**src/rtl/snoop_pkg.sv**
```systemverilog
package snoop_pkg;
  localparam int unsigned SNP_ADDR_W   = 16;
  localparam int unsigned SNP_DATA_W   = 8;
  localparam int unsigned SNP_PAGE_W   = 9;   // 512-byte blocks
  localparam int unsigned SNP_WIN_LG   = 2;   // 4 blocks = 2K window
  localparam int unsigned SNP_PORT_W   = 8;
  localparam logic [7:0]  SNP_BASE_PORT = 8'h30;
endpackage

```
**src/rtl/snoop_base_reg.sv**
```systemverilog
module snoop_base_reg #(
  parameter int unsigned PORT_W    = 8,
  parameter int unsigned BASE_W    = 7,
  parameter logic [PORT_W-1:0] BASE_PORT = '0
) (
  input  logic              clk,
  input  logic              rst,
  input  logic              io_wr,
  input  logic [PORT_W-1:0] io_port,
  input  logic [BASE_W-1:0] io_data,
  output logic [BASE_W-1:0] base_q
);
  logic sel;
  assign sel = io_wr && (io_port == BASE_PORT);

  always_ff @(posedge clk) begin
    if (rst)      base_q <= '0;
    else if (sel) base_q <= io_data;
  end

  AST_BASE_HOLD: assert property (@(posedge clk) disable iff (rst)
    !(io_wr && (io_port == BASE_PORT)) |=> $stable(base_q));
  AST_BASE_LOAD: assert property (@(posedge clk) disable iff (rst)
    (io_wr && (io_port == BASE_PORT)) |=> base_q == $past(io_data));
endmodule

```
**src/rtl/snoop_window_calc.sv**
```systemverilog
module snoop_window_calc #(
  parameter int unsigned ADDR_W = 16,
  parameter int unsigned PAGE_W = 9,
  parameter int unsigned WIN_LG = 2
) (
  input  logic [ADDR_W-1:0]        addr,
  input  logic [ADDR_W-PAGE_W-1:0] base,
  output logic                     hit,
  output logic [PAGE_W+WIN_LG-1:0] offset
);
  localparam int unsigned BLK_W = ADDR_W - PAGE_W;

  logic [BLK_W:0] diff;
  logic           borrow;
  logic           in_range;

  assign diff   = {1'b0, addr[ADDR_W-1:PAGE_W]} - {1'b0, base};
  assign borrow = diff[BLK_W];

  generate
    if (WIN_LG == 0) begin : g_one_block
      assign in_range = (diff[BLK_W-1:0] == '0);
      assign offset   = addr[PAGE_W-1:0];
    end else begin : g_multi_block
      assign in_range = (diff[BLK_W-1:WIN_LG] == '0);
      assign offset   = {diff[WIN_LG-1:0], addr[PAGE_W-1:0]};
    end
  endgenerate

  assign hit = in_range && !borrow;
endmodule

```
**src/rtl/snoop_write_out.sv**
```systemverilog
module snoop_write_out #(
  parameter int unsigned OFF_W  = 11,
  parameter int unsigned DATA_W = 8
) (
  input  logic              clk,
  input  logic              rst,
  input  logic              req,
  input  logic              hit,
  input  logic [OFF_W-1:0]  offset,
  input  logic [DATA_W-1:0] data,
  output logic              fb_we,
  output logic [OFF_W-1:0]  fb_addr,
  output logic [DATA_W-1:0] fb_wdata
);
  logic take;
  assign take = req && hit;

  always_ff @(posedge clk) begin
    if (rst) begin
      fb_we    <= 1'b0;
      fb_addr  <= '0;
      fb_wdata <= '0;
    end else begin
      fb_we <= take;
      if (take) begin
        fb_addr  <= offset;
        fb_wdata <= data;
      end
    end
  end

  AST_STROBE_SOURCE: assert property (@(posedge clk) disable iff (rst)
    fb_we |-> $past(req));
  AST_STROBE_DROPS: assert property (@(posedge clk) disable iff (rst)
    !req |=> !fb_we);
endmodule

```
**src/rtl/snoop_window_top.sv**
```systemverilog
module snoop_window_top
  import snoop_pkg::*;
#(
  parameter int unsigned ADDR_W = SNP_ADDR_W,
  parameter int unsigned DATA_W = SNP_DATA_W,
  parameter int unsigned PAGE_W = SNP_PAGE_W,
  parameter int unsigned WIN_LG = SNP_WIN_LG,
  parameter int unsigned PORT_W = SNP_PORT_W,
  parameter logic [PORT_W-1:0] BASE_PORT = SNP_BASE_PORT
) (
  input  logic                     clk,
  input  logic                     rst,
  input  logic [ADDR_W-1:0]        bus_addr,
  input  logic [DATA_W-1:0]        bus_wdata,
  input  logic                     bus_mem_wr,
  input  logic                     bus_io_wr,
  input  logic [PORT_W-1:0]        bus_io_port,
  output logic [PAGE_W+WIN_LG-1:0] fb_addr,
  output logic [DATA_W-1:0]        fb_wdata,
  output logic                     fb_we
);
  localparam int unsigned BLK_W = ADDR_W - PAGE_W;
  localparam int unsigned OFF_W = PAGE_W + WIN_LG;

  logic [BLK_W-1:0] base_q;
  logic             hit;
  logic [OFF_W-1:0] offset;

  snoop_base_reg #(
    .PORT_W(PORT_W), .BASE_W(BLK_W), .BASE_PORT(BASE_PORT)
  ) u_base (
    .clk(clk), .rst(rst), .io_wr(bus_io_wr), .io_port(bus_io_port),
    .io_data(bus_wdata[BLK_W-1:0]), .base_q(base_q)
  );

  snoop_window_calc #(
    .ADDR_W(ADDR_W), .PAGE_W(PAGE_W), .WIN_LG(WIN_LG)
  ) u_calc (
    .addr(bus_addr), .base(base_q), .hit(hit), .offset(offset)
  );

  snoop_write_out #(
    .OFF_W(OFF_W), .DATA_W(DATA_W)
  ) u_out (
    .clk(clk), .rst(rst), .req(bus_mem_wr), .hit(hit), .offset(offset),
    .data(bus_wdata), .fb_we(fb_we), .fb_addr(fb_addr), .fb_wdata(fb_wdata)
  );

  AST_RESET_QUIET: assert property (@(posedge clk) disable iff (rst)
    $past(rst) |-> (!fb_we && fb_addr == '0 && fb_wdata == '0));
  AST_NOT_BELOW: assert property (@(posedge clk) disable iff (rst)
    fb_we |-> ({1'b0, $past(bus_addr[ADDR_W-1:PAGE_W])} >= {1'b0, $past(base_q)}));
  AST_NOT_ABOVE: assert property (@(posedge clk) disable iff (rst)
    fb_we |-> ({1'b0, $past(bus_addr[ADDR_W-1:PAGE_W])} <
               ({1'b0, $past(base_q)} + (BLK_W+1)'(1 << WIN_LG))));
  AST_LOW_ADDR: assert property (@(posedge clk) disable iff (rst)
    fb_we |-> fb_addr[PAGE_W-1:0] == $past(bus_addr[PAGE_W-1:0]));
  AST_DATA_COPY: assert property (@(posedge clk) disable iff (rst)
    fb_we |-> fb_wdata == $past(bus_wdata));
endmodule

```
**config.mk**
```make
export PLATFORM = sky130hd
export DESIGN_NAME = snoop_window_top
export DESIGN_NICKNAME = d
export VERILOG_FILES = /design/src/rtl/snoop_pkg.sv /design/src/rtl/snoop_base_reg.sv /design/src/rtl/snoop_window_calc.sv /design/src/rtl/snoop_write_out.sv /design/src/rtl/snoop_window_top.sv
export SDC_FILE = /design/constraint.sdc
export NUM_CORES = 1
export LEC_CHECK = 0
export BUFFER_PORTS_ARGS = -buffer_cell sky130_fd_sc_hd__buf_2
export CAP_MARGIN = 40
export CORE_UTILIZATION = 46
export CTS_BUF_LIST = sky130_fd_sc_hd__clkbuf_4 sky130_fd_sc_hd__clkbuf_8
export DETAILED_ROUTE_END_ITERATION = 6
export PLACE_DENSITY = 0.78
export SLEW_MARGIN = 20
export SYNTH_ARGS = -nofsm -noshare
export SYNTH_HDL_FRONTEND = slang
export SYNTH_SLANG_ARGS = --single-unit
```
**constraint.sdc**
```tcl
create_clock -name clk -period 2.2 [get_ports clk]
set_input_delay 0.33 -clock clk [delete_from_list [all_inputs] [get_ports clk]]
set_output_delay 0.33 -clock clk [all_outputs]
set_load 0.05 [all_outputs]
```
Word-level counts from Yosys, hierarchy flattened
Index checks and enable logic that the tools add are counted.
{"block": "word_totals", "register_bits": 27, "inputBits": 36, "out_inout_bits": 20, "word_cells": 11}
{"block": "classes", "n_addsub": 1, "eq_ne": 1, "reduce_logical": 5}
{"op": "8-bit by 6-bit equality test with 1-bit output, second input constant", "count": 1}
{"op": "7-bit by 7-bit subtractor with 8-bit output", "count": 1}
{"op": "5-bit zero test", "count": 1}
{"op": "1-bit logical AND", "count": 3}
{"op": "1-bit zero test", "count": 1}

Logic depth before layout (Yosys ltp)
Gate-level depths: netlist of the first run.
{"block": "depth", "word_depth": 4, "depth_mapped": 10}

Cells and area by module
From an unflattened synthesis of the first run, not the netlist that was laid out.
{"block": "unflattened", "hier_cells": 180, "area_unflattened_um2": 1696.6}
{"mod": "snoop_write_out", "n_inst": 1, "cells_each": 89, "area_per_inst_um2": 933.4}
{"mod": "snoop_window_calc", "n_inst": 1, "cells_each": 57, "area_per_inst_um2": 424.2}
{"mod": "snoop_base_reg", "n_inst": 1, "cells_each": 34, "area_per_inst_um2": 339.1}

Worst setup path after synthesis of the first run
OpenSTA, ideal clock, no wires.
{"block": "synth_timing", "path_kind": "input-to-reg", "from": "input port bus_addr[9]", "to": "register u_out.fb_addr[10]", "setup_ps": 121, "arrival_ps": 2143, "required_ps": 2079, "setup_slack_ps": -65, "cell_stages": 10, "path_buffers": 1, "cell_sequence": "inv_1 > ha_1 > fa_1 > xor2_1 > o311a_1 > o221ai_1 > nor4b_1 > o21ai_1 > buf_6 > mux2_4"}
{"block": "synth_via", "elab_chain_len": 4, "elab_cells_between_ends": 5}
{"element": "start, declared", "line": "snoop_window_top.sv:13", "source": "input logic [ADDR_W-1:0] bus_addr,"}
{"element": "7-bit by 7-bit subtractor with 8-bit output *", "line": "snoop_window_calc.sv:17", "source": "assign diff = {1'b0, addr[ADDR_W-1:PAGE_W]} - {1'b0, base};"}
{"element": "5-bit zero test or 1-bit zero test (tied branches)", "line": "snoop_window_calc.sv:25, snoop_window_calc.sv:30"}
{"element": "1-bit logical AND", "line": "snoop_window_calc.sv:30", "source": "assign hit = in_range && !borrow;"}
{"element": "1-bit logical AND", "line": "snoop_write_out.sv:16", "source": "assign take = req && hit;"}
{"element": "end signal, assigned", "line": "snoop_write_out.sv:26", "source": "fb_addr <= offset;"}
{"element": "end, declared", "line": "snoop_write_out.sv:12", "source": "output logic [OFF_W-1:0] fb_addr,"}
Every way passes the cells marked *; elsewhere a longest branch is shown, timed or not.
A chain may end at the register's enable or synchronous reset.

Worst setup path after layout of the first run
{"block": "layout_timing", "from": "register u_base.base_q[2]", "to": "register u_out.fb_wdata[0]"}
{"block": "layout_via", "elab_chain_len": 4, "elab_cells_between_ends": 5}
{"element": "start, declared", "line": "snoop_base_reg.sv:11", "source": "output logic [BASE_W-1:0] base_q"}
{"element": "start signal, assigned", "line": "snoop_base_reg.sv:18", "source": "else if (sel) base_q <= io_data;"}
{"element": "7-bit by 7-bit subtractor with 8-bit output *", "line": "snoop_window_calc.sv:17"}
{"element": "5-bit zero test or 1-bit zero test (tied branches)", "line": "snoop_window_calc.sv:25, snoop_window_calc.sv:30"}
{"element": "1-bit logical AND *", "line": "snoop_window_calc.sv:30"}
{"element": "1-bit logical AND *", "line": "snoop_write_out.sv:16"}
{"element": "end signal, assigned", "line": "snoop_write_out.sv:27", "source": "fb_wdata <= data;"}
{"element": "end, declared", "line": "snoop_write_out.sv:13", "source": "output logic [DATA_W-1:0] fb_wdata"}
Marks and branches as above.

==> reports/metrics.cfg, run 1 <==
[worst_setup_path]
start_kind=register
cp_max_fo=9
crit_type=reg -> reg
crit_required_ns=2.43
worstPathArrival_ns=2.42
cp-end-kind=register

[synthesis]
synth_flop_cell=dfxtp_1
ys_ff_latch=27
synth.cell_area_um2=1510
synth-edff-count=0
synth_nets=203
synth.avg_cell_area_um2=9.49
async_flop_share_pct=0
ys.warnings.count=0
syn_inst=159
synth_cell_type_count=32
ys_seq_area_share_pct=35.8

[sta]
finalHoldViolCount=0
fin_hold_ws_ns=0.235
post-route-min-period_ns=2.19
slew_headroom_pct=62.2
setup_ws_ns=0.00748
rsz0062_at_grt=yes
finalCritPeriodShare_pct=99.7
worst_pin_slew_ns=0.566
final_max_slew_viol_count=0
fmax_ghz=0.456
finalSetupViolCount=0
fin_worst_skew_ns=0.0108

[routing]
drt_iter0_markers=59
drc=0
drt-wirelength-per-cell_um=11.6
via_per_inst=4.87
drt_first_pass_iters=4
ant_nets=0
wl_um=3050
vias=1280

[clocking]
ctsRootBufferMaster=clkbuf_4
cts_htree_levels=1
cts_tree=built
cts.sinks=27
cts_hold_buf=0
ctsLongestPathBuffers=2
cts_buffers=3
worstSkewPairLatency_ns=0.33
clk_pin_slew_ns=0.15

[global_route]
use_met1_pct=20.3
met2_usage_pct=31.3
grt_pass1_wl_um=4660
overflow=0
met3_usage_pct=4.80
grt_usage_pct=17.7
antenna_found_initial=0
busiest_layer=met2
grt_pass1_vias=1109
grt_max_degree=47

[floorplanning]
fp.dieH_um=59.3
core_area_um2=3080
std_cell_rows=20
start_util_pct=49.0
io_pins=56
dieWidth_um=59.3
dieArea_um2=3510

[hold_path]
hold_path.class=in -> reg

[cells_and_area]
diodes=0
multi_input_area_um2=976
regArea_um2=544
final_util_pct=66.3
stdcell_area_um2=2040
drive_gt1_share_pct=40.6
syn2layout_area_growth_pct=35.3
fill_cells=270
final_nets=264

[placement]
io_buffer_count=55
placed_area_um2=1880
dp_hpwl_um=2200
gp_congestion=0.857
post-place-ws_ns=-0.154

[pwr]
power.density_nw_per_um2=424
peakVddDrop_mv=0.439
leakagePower_nw=1.07
power_mw=0.866

[outcome]
status=finished clean

[job]
max_cap_viol_count=0

## logic make-up (layout without fill, tap and decap cells)
group,count (synthesis),count (layout),share of synthesized area (%)
and+or+nand+nor,59,59,22.6
AOI/OAI and AO/OA,15,15,8.54
muxes,28,28,19.6
adders and majority gates,8,8,7.13
DFF,27,27,35.8
buffers and inverters,21,81,5.80
xor gates and xnor gates,1,1,0.581
## stage by stage
| step | instances | TNS (ns) |
|---|---|---|
| floorplan | 159 | 0 |
| global placement | 255 | -2.01 |
| detailed placement | 255 | -2.83 |
| CTS | 260 | 0 |
| global route | 263 | -1.16 |
| finish | 263 | 0 |
## sequential cells by signal (all words and copies together) (netlist names)
register and cells:
u_base.base_q 7, u_out.fb_wdata 8, u_out.fb_we 1, u_out.fb_addr 11
## path summary, 6_finish.rpt
kind / to / cells after the start / startpoint / slack (ns)
min: u_out.fb_addr[5] / 3 / bus_addr[5] / 0.24
min reg2reg: u_out.fb_wdata[7] / 2 / u_out.fb_wdata[7] / 0.48
max: u_out.fb_wdata[0] / 9 / u_base.base_q[2] / 0.007
max reg2reg: u_out.fb_wdata[0] / 9 / u_base.base_q[2] / 0.007
## layout make-up
class	instances	area share (%)
flip-flops and latches	27	26.7
clock buffers	3	1.10
clock inverters	1	0.245
repair buffers	64	19.1
multi-input cells	111	47.8
well taps	44	2.70
inverters	13	2.39
## critical path, cell delays in order (launching register included)
cell       delay (ns)
dfxtp_2          0.36
inv_2            0.04
ha_4             0.29
nand2_2          0.05
o21ai_2          0.18
mux2_4           0.33
a2111oi_4        0.38
o21ai_4          0.16
clkbuf_16        0.20
mux2i_1          0.11
## Yosys cell counts (2+ instances only)
library cell | instances | share of area, %
a21oi_1 | 3 | 0.99
clkbuf_1 | 6 | 1.5
dfxtp_1 | 27 | 36
ha_1 | 7 | 5.8
inv_1 | 13 | 3.2
mux2_4 | 3 | 3.0
mux2i_1 | 25 | 17
nand2_1 | 3 | 0.75
nand2b_1 | 35 | 15
nand3_1 | 2 | 0.66
nor2_1 | 11 | 2.7
nor2b_1 | 3 | 1.2
o21ai_0 | 2 | 0.66
## report_power, final
group | leakage [nW] | internal, mW | switching, mW
clock | 0.0177 | 0.0683 | 0.146
combinational | 0.837 | 0.0788 | 0.0789
sequential | 0.219 | 0.492 | 0.00154
total | 1.07 | 0.639 | 0.226
## cells in the final DEF (no fill, tap or decap), types with 4 or more instances in the layout
master and count:
dfxtp_1 24, inv_1 12, buf_4 6, mux2i_1 25, nor2_1 11, nand2b_1 34
ha_1 4, buf_2 55
## repair_timing
item	CTS	global route
setup buffers	1	1
resized for setup	1	11
pin swaps	0	2
cloned	0	2
setup endpoints to repair	19	20
## layer usage
metal / vias to the layer above / share of wire, %
met3: 5 / 6.5
li1: 650 / -
met5: - / 0
met2: 45 / 47
met1: 580 / 45
met4: 0 / 1.2
(Power assumes the default switching activity.)
==> inputs of run 2 (changes only) <==
- BUFFER_PORTS_ARGS: -buffer_cell sky130_fd_sc_hd__buf_2 -> unset
- CORE_UTILIZATION: 46 -> 56
- CTS_BUF_LIST: sky130_fd_sc_hd__clkbuf_4 sky130_fd_sc_hd__clkbuf_8 -> sky130_fd_sc_hd__clkbuf_16
- DONT_BUFFER_PORTS: unset -> 1
- PLACE_DENSITY: 0.78 -> 0.74
- SYNTH_HIERARCHICAL: unset -> 1
==> run 2 against run 1 <==
The flow now finishes with violations (design-rule violations). Clock power up 90%. Non-clock buffer count down 56. Clock-buffer cell count unchanged.
==> reports/metrics.cfg, run 2 <==
[outcome]
status=finished, violations left  ; was finished clean
violations=design-rule violations

[placement]
gp_congestion=0.742  ; was 0.857
dp_hpwl_um=2260  ; was 2200 um
io_buffer_count=0  ; was 55

[pwr]
sw_frac_of_total_pct=21.4  ; was 26.1%
peakVddDrop_mv=0.416  ; was 0.439 mV
p_clk_share_pct=40.6  ; was 24.7%
comb_power_share_pct=9.8  ; was 18.2%
internal_power_mw=0.787  ; was 0.639 mW
p_seq_share_pct=49.7  ; was 57.1%
leakagePower_nw=0.636  ; was 1.07 nW
power.density_nw_per_um2=514  ; was 424 nW/um^2
power_switching_mw=0.214  ; was 0.226 mW

[routing]
wl_um=3570  ; was 3050 um
vias=1209  ; was 1280
drt-wirelength-per-cell_um=17.6  ; was 11.6 um
ant_nets=0  ; unchanged
drc=6  ; was 0
via_per_inst=5.99  ; was 4.87
drt_iter0_markers=50  ; was 59
drt_first_pass_iters=6  ; was 4

[sta]
fin_worst_skew_ns=0.00440  ; was 0.0108 ns
slew_headroom_pct=64.5  ; was 62.2%
fin_hold_ws_ns=0.127  ; was 0.235 ns
finalSetupViolCount=0  ; unchanged
fmax_ghz=0.456  ; about the same
rsz0062_at_grt=yes  ; unchanged
post-route-min-period_ns=2.19  ; about the same
finalHoldViolCount=0  ; unchanged
finalCritPeriodShare_pct=99.7  ; about the same
final_max_slew_viol_count=0  ; unchanged
worst_pin_slew_ns=0.531  ; was 0.566 ns

[global_route]
antenna_found_initial=0  ; unchanged
grt_usage_pct=22.2  ; was 17.7%
overflow=0  ; unchanged
grt_max_degree=40  ; was 47
grt_pass1_wl_um=5640  ; was 4660 um
grt_pass1_vias=1215  ; was 1109

[clocking]
cts_tree=built  ; unchanged
ctsLongestPathBuffers=2  ; unchanged
ctsRootBufferMaster=clkbuf_16  ; was clkbuf_4
cts_htree_levels=1  ; unchanged
cts.sinks=27  ; unchanged
cts_buffers=3  ; unchanged
clk_pin_slew_ns=0.07  ; was 0.15 ns
worstSkewPairLatency_ns=0.26  ; was 0.33 ns

[worst_setup_path]
cp-end-kind=register  ; unchanged
crit_type=reg -> reg  ; unchanged
r2r_setup_slack_ns=0.007  ; about the same
max_stage_delay_ns=0.32  ; was 0.38 ns
start_kind=register  ; unchanged
cp_max_fo=10  ; was 9
reg2reg_to=u_out/fb_addr[10]  ; was u_out.fb_wdata[0]
worst_path_max_delay_cell=dfxtp_2  ; was a2111oi_4
regToRegStartpoint=u_base/base_q[3]  ; was u_base.base_q[2]
worstRegToRegCells=10  ; was 9
worstPathArrival_ns=2.38  ; was 2.42 ns
crit_required_ns=2.39  ; was 2.43 ns
path_cells=inv_1, ha_4, a211o_1, a22oi_2, o221ai_2, a2111oi_4, buf_4, buf_12, nand3_2, a21oi_2  ; was inv_2, ha_4, nand2_2, o21ai_2, mux2_4, a2111oi_4, o21ai_4, clkbuf_16, mux2i_1

[synthesis]
synth.top_cell.area_share_pct=31.9  ; was 35.8%
synth_cell_type_count=32  ; unchanged
synth.cell_area_um2=1700  ; was 1510 um^2
synth_nets=224  ; was 203
syn_inst=180  ; was 159
ys.warnings.count=6  ; was 0
synth_common_cells=27 x dfxtp_1, 17 x nand2b_1, 14 x a21oi_1  ; was 35 x nand2b_1, 27 x dfxtp_1, 25 x mux2i_1
synth.avg_cell_area_um2=9.43  ; was 9.49 um^2
synth_top_cell_by_area=dfxtp_1  ; unchanged
yosysMostFrequentCell=dfxtp_1  ; was nand2b_1
ys_ff_latch=27  ; unchanged
synth_flop_cell=dfxtp_1  ; unchanged
synthTopCellsByArea=dfxtp_1 32%, nand2b_1 6.3%, a21bo_1 5.9%, a21bo_2 5.3%, nand3_2 5.3%  ; was dfxtp_1 36%, mux2i_1 17%, nand2b_1 15%, ha_1 5.8%, inv_1 3.2%
async_flop_share_pct=0  ; unchanged
synth-edff-count=0  ; unchanged
ys_seq_area_share_pct=31.9  ; was 35.8%

[floorplanning]
start_util_pct=60.5  ; was 49.0%
dieWidth_um=57.0  ; was 59.3 um
core_area_um2=2810  ; was 3080 um^2
io_pins=56  ; unchanged
std_cell_rows=19  ; was 20
fp.dieH_um=57.0  ; was 59.3 um
dieArea_um2=3250  ; was 3510 um^2

[cells_and_area]
largestRegisters=u_out/fb_addr: 11 flops, u_out/fb_wdata: 8 flops, u_base/base_q: 7 flops  ; was u_out.fb_addr: 11 flops, u_out.fb_wdata: 8 flops, u_base.base_q: 7 flops
largest_reg_flops=11  ; unchanged
syn2layout_area_growth_pct=14.7  ; was 35.3%
final_nets=216  ; was 264
drive_gt1_share_pct=37.4  ; was 40.6%
regMostFlops=u_out/fb_addr  ; was u_out.fb_addr
final_util_pct=69.4  ; was 66.3%
diodes=0  ; unchanged
final_cell_mix=24 x dfxtp_1, 16 x nand2b_1, 15 x a21oi_2  ; was 55 x buf_2, 34 x nand2b_1, 25 x mux2i_1
final_common_cell=dfxtp_1  ; was buf_2
fill_cells=213  ; was 270

[hold_path]
min_to=u_out/fb_addr[3]  ; was u_out.fb_addr[5]
hold_path.class=in -> reg  ; unchanged
worstHoldStart=rst  ; was bus_addr[5]
holdPathStages=1  ; was 3

[job]
max_cap_viol_count=0  ; unchanged

## run 2: cell count changes after synthesis, moves of 9 or more
cell	delta
a21bo_2	+9
a21oi_1	+11
nand3_2	+9
nand2b_1	-18
a21bo_1	+10
mux2i_1	-17
buf_4	+11
## run 2: metal layers
metal	vias to the layer above	share of wire [%]	GRT usage (%)
li1	596	-	-
met1	569	43	28.7
met2	38	49	37.6
met3	6	6.7	5.90
met4	0	0.95	4.18
met5	-	0	0
## run 2: worst max-delay path by stage
stage / start / endpoint / slack (ns) / cells past startpoint
floorplan: bus_addr[9] / u_out/fb_addr[0] / 0.02 / 11
global placement: bus_addr[9] / u_out/fb_addr[0] / -0.01 / 10
detailed placement: bus_addr[9] / u_out/fb_addr[7] / -0.08 / 10
CTS: u_base/base_q[0] / u_out/fb_addr[7] / 0.01 / 10
global route: u_base/base_q[0] / u_out/fb_wdata[6] / -0.08 / 10
finish: u_base/base_q[3] / u_out/fb_addr[10] / 0.007 / 10
## run 2: what timing repair did
item                                    in CTS  in global routing
cloned                                       2                  2
endpoints found under the setup margin      19                 20
pin swaps                                    1                  8
hold buffers                                 0                  0
buffers inserted                             2                  0
gates resized for setup                     15                 10
## run 2: logic make-up after synthesis
| group | synth area share [%] |
|---|---|
| buffers and inverters | 11.4 |
| AND/OR/NAND/NOR | 18.5 |
| XOR/XNOR | 0.516 |
| adder cells (fa/ha/maj) | 6.34 |
| multiplexers | 4.72 |
| flip-flops | 31.9 |
| AO/OA/AOI/OAI | 26.6 |
## run 2: worst max-delay path: cells and delay by family, from the launching register on
kind,cells,cell delay (ns)
AO/OA/AOI/OAI,5,1.01
buffers and inverters,3,0.47
adder cells (fa/ha/maj),1,0.24
flip-flops,1,0.32
AND/OR/NAND/NOR,1,0.08
## run 2: power by group through the flow
stage                     Combinational, mW  Sequential, mW  Clock (mW)
after global placement               0.0696           0.508           0
after CTS                            0.0913           0.497       0.412
after global routing                  0.105           0.497       0.430
after floorplan                      0.0929           0.508           0
final                                0.0976           0.497       0.406
after detailed placement             0.0736           0.508           0
## run 2: final cells by class
type / count / area (um^2) / area share (%)
multi-input cells: 120 / 1100 / 56.7
flip-flops and latches: 27 / 544 / 28.0
repair buffers: 8 / 134 / 6.88
clock buffers: 3 / 75.1 / 3.86
inverters: 12 / 45.0 / 2.31
well taps: 31 / 38.8 / 1.99
clock inverters: 1 / 5.00 / 0.257
## run 2: stage by stage
step	cells	setup TNS [ns]	setup WS, ns	total power, mW	area (um^2)
floorplan	180	0	0.0218	0.601	1710
global placement	192	-0.0730	-0.00972	0.578	1640
detailed placement	192	-1.24	-0.0820	0.582	1640
CTS	200	0	0.0100	1.00	1870
global route	202	-1.04	-0.0771	1.03	1950
finish	202	0	0.00742	1.00	1950
==> inputs of run 3 (changes only) <==
- ABC_AREA: unset -> 1
==> run 3 against run 2 <==
The run still ends with design-rule violations left. Cell area decreased by 6.0%. Sequential cell count did not move. Sequential share of layout area is 1.7 points higher. Clock power is 1% lower. Utilization fell by 4.2 points. Critical endpoint is now u_out/fb_addr[0].
==> reports/metrics.cfg, run 3 <==
[synthesis]
ys.warnings.count=6  ; unchanged
synthTopCellsByArea=dfxtp_1 32%, nand2_1 16%, nor2_1 14%, inv_1 12%, ha_1 5.2%  ; was dfxtp_1 32%, nand2b_1 6.3%, a21bo_1 5.9%, a21bo_2 5.3%, nand3_2 5.3%
synth_cell_type_count=23  ; was 32
syn_inst=268  ; was 180
synth.cell_area_um2=1680  ; was 1700 um^2
ys_seq_area_share_pct=32.3  ; was 31.9%
yosysMostFrequentCell=nand2_1  ; was dfxtp_1
synth-edff-count=0  ; unchanged
synth_nets=312  ; was 224
async_flop_share_pct=0  ; unchanged
synth_top_cell_by_area=dfxtp_1  ; unchanged
synth.avg_cell_area_um2=6.25  ; was 9.43 um^2
synth_common_cells=72 x nand2_1, 61 x nor2_1, 54 x inv_1  ; was 27 x dfxtp_1, 17 x nand2b_1, 14 x a21oi_1
ys_ff_latch=27  ; unchanged
synth.top_cell.area_share_pct=32.3  ; was 31.9%
synth_flop_cell=dfxtp_1  ; unchanged

[outcome]
status=finished, violations left  ; unchanged
violations=design-rule violations  ; unchanged

[cells_and_area]
diodes=0  ; unchanged
stdcell_count=294  ; was 202
syn2layout_area_growth_pct=9.19  ; was 14.7%
regMostFlops=u_out/fb_addr  ; unchanged
largestRegisters=u_out/fb_addr: 11 flops, u_out/fb_wdata: 8 flops, u_base/base_q: 7 flops  ; unchanged
final_nets=308  ; was 216
fill_cells=260  ; was 213
largest_reg_flops=11  ; unchanged
final_common_cell=nand2_1  ; was dfxtp_1
final_cell_mix=72 x nand2_1, 60 x nor2_1, 54 x inv_1  ; was 24 x dfxtp_1, 16 x nand2b_1, 15 x a21oi_2
drive_gt1_share_pct=9.13  ; was 37.4%
final_util_pct=65.2  ; was 69.4%
stdcell_area_um2=1830  ; was 1950 um^2

[routing]
drt_iter0_markers=48  ; was 50
wl_um=3450  ; was 3570 um
vias=1410  ; was 1209
drt_first_pass_iters=6  ; unchanged
ant_nets=0  ; unchanged
drt-wirelength-per-cell_um=11.7  ; was 17.6 um
via_per_inst=4.80  ; was 5.99
drc=4  ; was 6

[global_route]
antenna_found_initial=0  ; unchanged
grt_usage_pct=19.8  ; was 22.2%
grt_max_degree=40  ; unchanged
grt_pass1_vias=1242  ; was 1215
overflow=0  ; unchanged
grt_pass1_wl_um=5080  ; was 5640 um

[floorplanning]
dieArea_um2=3210  ; was 3250 um^2
io_pins=56  ; unchanged
dieWidth_um=56.7  ; was 57.0 um
std_cell_rows=19  ; unchanged
fp.dieH_um=56.7  ; was 57.0 um
start_util_pct=59.7  ; was 60.5%
core_area_um2=2810  ; unchanged

[sta]
post-route-min-period_ns=2.08  ; was 2.19 ns
fmax_ghz=0.480  ; was 0.456 GHz
slew_headroom_pct=64.4  ; was 64.5%
finalSetupViolCount=0  ; unchanged
finalHoldViolCount=0  ; unchanged
final_max_slew_viol_count=0  ; unchanged
finalCritPeriodShare_pct=94.7  ; was 99.7%
worst_pin_slew_ns=0.533  ; was 0.531 ns
fin_hold_ws_ns=0.150  ; was 0.127 ns
setup-tns-final_ns=0  ; unchanged
setup_ws_ns=0.117  ; was 0.00742 ns
fin_worst_skew_ns=0.00328  ; was 0.00440 ns

[clocking]
ctsLongestPathBuffers=2  ; unchanged
cts_buffers=3  ; unchanged
cts.sinks=27  ; unchanged
worstSkewPairLatency_ns=0.26  ; about the same
ctsRootBufferMaster=clkbuf_16  ; unchanged
clk_pin_slew_ns=0.06  ; was 0.07 ns
cts_hold_buf=0  ; unchanged
cts_htree_levels=1  ; unchanged
cts_tree=built  ; unchanged

[placement]
gp_congestion=0.762  ; was 0.742
io_buffer_count=0  ; unchanged
dp_cells=286  ; was 192
post-place-ws_ns=0.0329  ; was -0.0820 ns
dp_hpwl_um=2330  ; was 2260 um
placed_area_um2=1630  ; was 1640 um^2

[pwr]
power.density_nw_per_um2=563  ; was 514 nW/um^2
internal_power_mw=0.780  ; was 0.787 mW
p_clk_share_pct=38.9  ; was 40.6%
power_mw=1.03  ; was 1.00 mW
peakVddDrop_mv=0.455  ; was 0.416 mV
p_seq_share_pct=50.6  ; was 49.7%
power_switching_mw=0.250  ; was 0.214 mW
sw_frac_of_total_pct=24.2  ; was 21.4%
comb_power_share_pct=10.5  ; was 9.8%
leakagePower_nw=1.04  ; was 0.636 nW

[worst_setup_path]
cp-end-kind=register  ; unchanged
max_stage_delay_ns=0.40  ; was 0.32 ns
worstPathArrival_ns=2.27  ; was 2.38 ns
path_cells=ha_4, fa_2, xor2_1, nand3_1, nor2_2, nand3_1, nor2_2, nand2_4, buf_12, nand2_1, nand2_1, nor2_1  ; was inv_1, ha_4, a211o_1, a22oi_2, o221ai_2, a2111oi_4, buf_4, buf_12, nand3_2, a21oi_2
crit_required_ns=2.38  ; was 2.39 ns
crit_family=simple AND/OR/NAND/NOR gates  ; was compound AO/OA/AOI/OAI gates
cp_max_fo=5  ; was 10
start_kind=register  ; unchanged
crit_type=reg -> reg  ; unchanged
worst_path_max_delay_cell=fa_2  ; was dfxtp_2
crit_buf_inv=1  ; was 3

[job]
max_cap_viol_count=0  ; unchanged

[hold_path]
hold_path.class=in -> reg  ; unchanged

## run 3: changes by cell type in the layout (fill, tap and decap cells not counted), moves of 10 or more
cell,delta
nand2_1,+69
nand2b_1,-16
inv_1,+42
a21bo_1,-10
nor2_1,+55
a21oi_2,-15
## run 3: layout make-up
cell class / count / area [um^2] / area share [%]
clock buffer: 3 / 75.1 / 4.10
clock inverter: 1 / 3.75 / 0.205
inverter: 56 / 213 / 11.6
multi-input combinational: 171 / 855 / 46.7
sequential: 27 / 542 / 29.6
tap: 31 / 38.8 / 2.12
timing repair buffer: 5 / 103 / 5.61
## run 3: path summary, 6_finish.rpt
kind / endpoint / slack [ns] / cells after the start / from
worst max-delay path: u_out/fb_addr[0] / 0.12 / 12 / u_base/base_q[0]
worst min-delay path: u_out/fb_we / 0.15 / 1 / rst
worst max register to register: u_out/fb_addr[0] / 0.12 / 12 / u_base/base_q[0]
worst min register to register: u_base/base_q[2] / 0.48 / 2 / u_base/base_q[2]
## run 3: power by group through the flow
stage / Clock (mW) / Sequential (mW) / Combinational (mW)
after floorplan: 0 / 0.530 / 0.0951
after global placement: 0 / 0.531 / 0.0960
after detailed placement: 0 / 0.532 / 0.0972
after CTS: 0.407 / 0.521 / 0.0978
after global routing: 0.424 / 0.521 / 0.123
final: 0.400 / 0.521 / 0.108
## run 3: kinds of logic (layout without fill, tap and decap cells)
group                      Yosys count  count (layout)  synth area share, %
xor gates and xnor gates             1               1                0.523
DFF                                 27              27                 32.3
adders and majority gates            8               8                 6.42
and+or+nand+nor                    158             158                 40.5
AOI/OAI and AO/OA                    4               4                 1.19
buffers and inverters               70              65                 19.1
## run 3: repair_timing
item,in CTS,in global routing
setup endpoints to repair,0,17
gates resized for setup,0,10
buffers inserted,0,1
## run 3: per-layer routing
layer  up-vias  GRT usage [%]  routed length, um
met4         0           8.21                 17
met3         2           4.84                207
li1        766              -                  -
met2        35           35.9               1690
met5         -              0                  0
met1       607           21.7               1540
